`src/rtl/dmarq_pkg.sv`:
```
package dmarq_pkg;
    localparam int DEF_CNT_W = 8;

    typedef struct packed {
        logic en;
        logic pio;
    } dir_cfg_t;

    typedef enum logic {
        REL_LAST_FALL = 1'b0,
        REL_PREV_RISE = 1'b1
    } rel_mode_t;

    function automatic logic dma_on(input dir_cfg_t c);
        return c.en & ~c.pio;
    endfunction
endpackage

```
`src/rtl/dmarq_chan.sv`:
```
module dmarq_chan
    import dmarq_pkg::*;
#(
    parameter int CNT_W = DEF_CNT_W
) (
    input  logic             clk,
    input  logic             rst,
    input  logic             act,
    input  rel_mode_t        mode,
    input  logic [CNT_W-1:0] len,
    input  logic             ready,
    input  logic             stb,
    input  logic             ack,
    output logic             pend,
    output logic             tc
);
    localparam logic [CNT_W-1:0] ONE = CNT_W'(1);
    localparam logic [CNT_W-1:0] TWO = CNT_W'(2);

    logic [CNT_W-1:0] cnt;
    logic             stb_q, ack_q;
    logic             rise, fall, rel, last;

    assign rise = act & stb & ~stb_q & ack;
    assign fall = act & ~stb & stb_q & ack_q;
    assign last = (cnt <= ONE);
    assign tc   = fall & last;

    always_comb begin
        if (mode == REL_PREV_RISE)
            rel = (rise && cnt == TWO) || tc;
        else
            rel = tc;
    end

    always_ff @(posedge clk) begin
        if (rst) begin
            cnt   <= len;
            stb_q <= 1'b0;
            ack_q <= 1'b0;
            pend  <= 1'b0;
        end else begin
            stb_q <= stb;
            ack_q <= ack;
            if (!act) begin
                pend <= 1'b0;
                cnt  <= len;
            end else begin
                if (fall) begin
                    if (last) cnt <= len;
                    else      cnt <= cnt - ONE;
                end
                if (ready)    pend <= 1'b1;
                else if (rel) pend <= 1'b0;
            end
        end
    end


    inact_clr_chk: assert property (@(posedge clk) disable iff (rst)
        !act |=> !pend);

    last_rel_chk: assert property (@(posedge clk) disable iff (rst)
        (fall && cnt == ONE && !ready) |=> !pend);

    prev_rel_chk: assert property (@(posedge clk) disable iff (rst)
        (mode == REL_PREV_RISE && rise && cnt == TWO && !ready) |=> !pend);

    reload_chk: assert property (@(posedge clk) disable iff (rst)
        tc |=> cnt == $past(len));

    step_chk: assert property (@(posedge clk) disable iff (rst)
        (fall && cnt > ONE) |=> cnt == $past(cnt) - ONE);

    hold_low_chk: assert property (@(posedge clk) disable iff (rst)
        (!pend && !ready) |=> !pend);
endmodule

```
`src/rtl/dmarq_irq.sv`:
```
module dmarq_irq (
    input  logic clk,
    input  logic rst,
    input  logic tc_cap,
    input  logic tc_play,
    input  logic int_ack,
    input  logic int_en,
    output logic irq
);
    logic status;

    always_ff @(posedge clk) begin
        if (rst)                    status <= 1'b0;
        else if (tc_cap || tc_play) status <= 1'b1;
        else if (int_ack)           status <= 1'b0;
    end

    assign irq = int_en & status;


    clr_chk: assert property (@(posedge clk) disable iff (rst)
        (int_ack && !tc_cap && !tc_play) |=> !status);

    set_chk: assert property (@(posedge clk) disable iff (rst)
        (tc_cap || tc_play) |=> status);
endmodule

```
`src/rtl/dma_req_gen.sv`:
```
module dma_req_gen
    import dmarq_pkg::*;
#(
    parameter int CNT_W = DEF_CNT_W
) (
    input  logic             clk,
    input  logic             rst,
    input  logic             cap_en,
    input  logic             cap_pio,
    input  logic             play_en,
    input  logic             play_pio,
    input  logic             single_chan,
    input  logic             early_rel,
    input  logic             int_en,
    input  logic             int_ack,
    input  logic [CNT_W-1:0] xfer_len,
    input  logic             cap_ready,
    input  logic             play_ready,
    input  logic             cap_ack,
    input  logic             play_ack,
    input  logic             bus_rd,
    input  logic             bus_wr,
    output logic             cap_drq,
    output logic             play_drq,
    output logic             irq
);
    dir_cfg_t  cap_cfg, play_cfg;
    rel_mode_t mode;
    logic      play_act, cap_act, cap_ack_sel;
    logic      cap_pend, play_pend, cap_tc, play_tc;

    assign cap_cfg  = '{en: cap_en, pio: cap_pio};
    assign play_cfg = '{en: play_en, pio: play_pio};
    assign mode     = early_rel ? REL_PREV_RISE : REL_LAST_FALL;

    assign play_act    = dma_on(play_cfg);
    assign cap_act     = dma_on(cap_cfg) & ~(single_chan & play_act);
    assign cap_ack_sel = single_chan ? play_ack : cap_ack;

    dmarq_chan #(.CNT_W(CNT_W)) u_cap (
        .clk(clk), .rst(rst), .act(cap_act), .mode(mode), .len(xfer_len),
        .ready(cap_ready), .stb(bus_rd), .ack(cap_ack_sel),
        .pend(cap_pend), .tc(cap_tc)
    );

    dmarq_chan #(.CNT_W(CNT_W)) u_play (
        .clk(clk), .rst(rst), .act(play_act), .mode(mode), .len(xfer_len),
        .ready(play_ready), .stb(bus_wr), .ack(play_ack),
        .pend(play_pend), .tc(play_tc)
    );

    dmarq_irq u_irq (
        .clk(clk), .rst(rst), .tc_cap(cap_tc), .tc_play(play_tc),
        .int_ack(int_ack), .int_en(int_en), .irq(irq)
    );

    assign cap_drq  = ~single_chan & cap_pend;
    assign play_drq = play_pend | (single_chan & cap_pend);


    single_prio_chk: assert property (@(posedge clk) disable iff (rst)
        (single_chan && play_en && !play_pio) |=> !cap_pend);

    pio_quiet_chk: assert property (@(posedge clk) disable iff (rst)
        (cap_pio && !single_chan) |=> !cap_drq);
endmodule

```
`config.mk`:
```
export PLATFORM = sky130hd
export DESIGN_NAME = dma_req_gen
export DESIGN_NICKNAME = d
export VERILOG_FILES = /design/src/rtl/dmarq_pkg.sv /design/src/rtl/dmarq_chan.sv /design/src/rtl/dmarq_irq.sv /design/src/rtl/dma_req_gen.sv
export SDC_FILE = /design/constraint.sdc
export NUM_CORES = 1
export LEC_CHECK = 0
export ABC_AREA = 1
export BUFFER_PORTS_ARGS = -buffer_cell sky130_fd_sc_hd__buf_2
export CAP_MARGIN = 20
export CORE_ASPECT_RATIO = 0.7
export CORE_UTILIZATION = 55
export DETAILED_ROUTE_END_ITERATION = 10
export PLACE_DENSITY = 0.82
export SLEW_MARGIN = 20
export SYNTH_ARGS = -nofsm -noshare
export SYNTH_HDL_FRONTEND = slang
export SYNTH_SLANG_ARGS = --single-unit
```
`constraint.sdc`:
```
create_clock -name clk -period 1.65 [get_ports clk]
set_input_delay 0.2475 -clock clk [delete_from_list [all_inputs] [get_ports clk]]
set_output_delay 0.2475 -clock clk [all_outputs]
set_load 0.01 [all_outputs]
```
==> metrics.txt <==
number of placement rows 15; IO Pins 27; CTS clk-pin slew, worst paths around 0.090 ns; setup slack after layout between 0.09 and 0.1 ns; top cell type's share of synthesized area 0.327; Root Buffer clkbuf_8; Die X 63.8 µm; Die ar. 2890 µm²; worst setup path category reg -> reg; register area slightly above 600 µm²; PD cells 757 nW/µm²; first-pass GRT wire length 4.89 mm; Final Hold Viols 0; remaining routing DRC violations 0; Detailed Route WL around 3 mm; 1st-iter DRT viols 90; CP startpoint kind flip-flop; routed vias 1249; Post-DRT Antenna Nets 0; Worst R2R End u_play.cnt[3]; Syn Inst Count between 150 and 200; CTS Buffer Depth 2; RSZ-0062 raised after global routing no; starting density of the core 0.589; CP Launch Point u_play.cnt[0]; Cell Area, Synth 1470 µm²; Layout area overhead 18.8%; number of flops mapped to enable cells by yosys 16; Area contributors post-synth edfxtp_1 33%, nand2_1 12%, dfxtp_1 9.5%, inv_1 7.9%, nor2_1 7.4%; critical path required time ~1.7 ns; crit-path max FO 10; Top FF cell, synth edfxtp_1; max_slew headroom 0.759; Multi-input gate area ~740 µm²; H-tree levels 1; start of the worst register-to-register path u_play.cnt[0]; pre-CTS WS about 0.061 ns; number of global-route vias before repair 1174; worst hold path type in -> reg; fin crit share 0.944; syn_nets between 200 and 250; Clock Sinks 23; fin crit period 1.56 ns; Seq/Total Area, Yosys 0.422; fraction of layout cells with a size suffix above 1 0.241; #FFs+latches synth 23; TNS Setup 0 ns; FMAX approximately 640 MHz; max cap viols 0; largest net degree at the start of global routing 14; filler instances approximately 190; worst slew pin tran between 0.3 and 0.4 ns; worst skew pair latency 0.27 ns; worst vdd ir between 0.7 and 0.8 mV; GRT Total Usage 0.225; number of library cell types mapped by synthesis 27; biggest regs u_cap.cnt x8, u_play.cnt x8; drt pass-1 iters 4; most common cell in the synthesized netlist nand2_1; Commonest cells post-synth 46 x nand2_1, 31 x inv_1, 29 x nor2_1; Inserted Clock Buffers 3; input/output buffers 26; antenna cell count 0; Nets 255; Core Box Area around 2500 µm²; Crit. End Element flip-flop; vias per cell 4.84; initial antenna violation count 0; FF-to-FF path depth 7; status finished clean; Setup crit end u_play.cnt[3]; Lkg Pwr approximately 0.85 nW; flop2flop setup slack about 0.093 ns; Async SR Flop Fraction 0; synthesis warning total 0; Mapped Avg Cell Area between 7 and 8 µm²; GRT Residual Overflow 0; Die Span Y around 45 µm; dpl hpwl 2.41 mm; area leader, netlist edfxtp_1; Hold Crit Start bus_wr; GPL Wtd Cong 0.841; critical path arrival about 1.6 ns; clk_skew between 0.01 and 0.015 ns; CTS tree yes; Max Slew Vio Count 0; WL/cell approximately 12 µm; setup violators final 0
critical path: stages, from the launching register on:
cell and delay [ns]:
edfxtp_1 0.39, inv_1 0.09, ha_1 0.21, or2_1 0.25, nand2_2 0.10, nand2_4 0.09, inv_2 0.13, o21ai_1 0.07
power by group:
| group | switching [mW] | internal, mW |
|---|---|---|
| Clock | 0.184 | 0.168 |
| Combinational | 0.146 | 0.113 |
| Sequential | 0.0414 | 0.669 |
| Total | 0.372 | 0.951 |
worst min path at each step:
stage                   end  slack [ns]  cells past startpoint
3_3_place_gp     u_cap.pend        0.46                      2
2_1_floorplan   u_cap.ack_q        0.32                      1
5_1_grt        u_play.stb_q        0.23                      3
6_report       u_play.stb_q        0.20                      3
3_5_place_dp     u_cap.pend        0.48                      2
4_1_cts        u_play.stb_q        0.20                      3
logic make-up after synthesis:
logic type               after synthesis  share of synthesized area
XOR/XNOR                              11                     0.0655
flip-flops                            23                      0.422
AO/OA/AOI/OAI                         15                     0.0689
AND/OR/NAND/NOR                       99                      0.304
adder cells (fa/ha/maj)                6                     0.0510
buffers and inverters                 33                     0.0893
metrics by stage:
step / hold slack (ns) / power, mW / cells / utilization / instance area (µm²)
after global placement: 0.462 / 0.949 / 251 / 0.669 / 1670
after detailed placement: 0.482 / 0.965 / 251 / 0.669 / 1670
after global routing: 0.230 / 1.39 / 258 / 0.700 / 1750
after CTS: 0.203 / 1.32 / 255 / 0.688 / 1720
after floorplan: 0.320 / 0.875 / 187 / - / 1470
final: 0.203 / 1.32 / 258 / 0.700 / 1750
area by class of cell:
class / count / share of cell area
timing repair buffer: 33 / 0.105
clock buffer: 3 / 0.0236
multi-input combinational: 132 / 0.421
inverter: 32 / 0.0687
tap: 34 / 0.0243
sequential: 23 / 0.355
clock inverter: 1 / 0.00286
routing by layer:
metal,track usage,vias up,share of wire
met2,0.398,17,0.51
met1,0.285,571,0.46
met4,0.0636,0,0.0036
li1,-,659,-
met5,0,-,0
met3,0.0480,2,0.031
repair_timing:
item | 4_1_cts | 5_1_grt
buffers inserted | 0 | 2
resized for setup | 0 | 3
endpoints found under the setup margin | 0 | 11
hold buffers | 0 | 0
placed cells by master (no fill, tap or decap):
master    count
nand2_4       1
nand3b_1      1
nor2_2        4
o21ai_0       5
a21boi_0      1
nand3_1      11
o21bai_1      1
nor3_2        1
nand2_2       1
or2_1         1
a21oi_1       1
clkinv_2      1
nor2_4        4
dfxtp_1       7
o21ai_1       3
inv_1        31
inv_2         1
ha_1          6
o21ai_2       3
o21ai_4       1
buf_2        26
nand2_1      46
nand3_2       1
xor2_1        4
buf_4         7
o211ai_1      1
nor2_1       28
clkbuf_8      3
xnor2_1       7
edfxtp_1     16
Note: power is estimated with default switching activity, not from simulation.
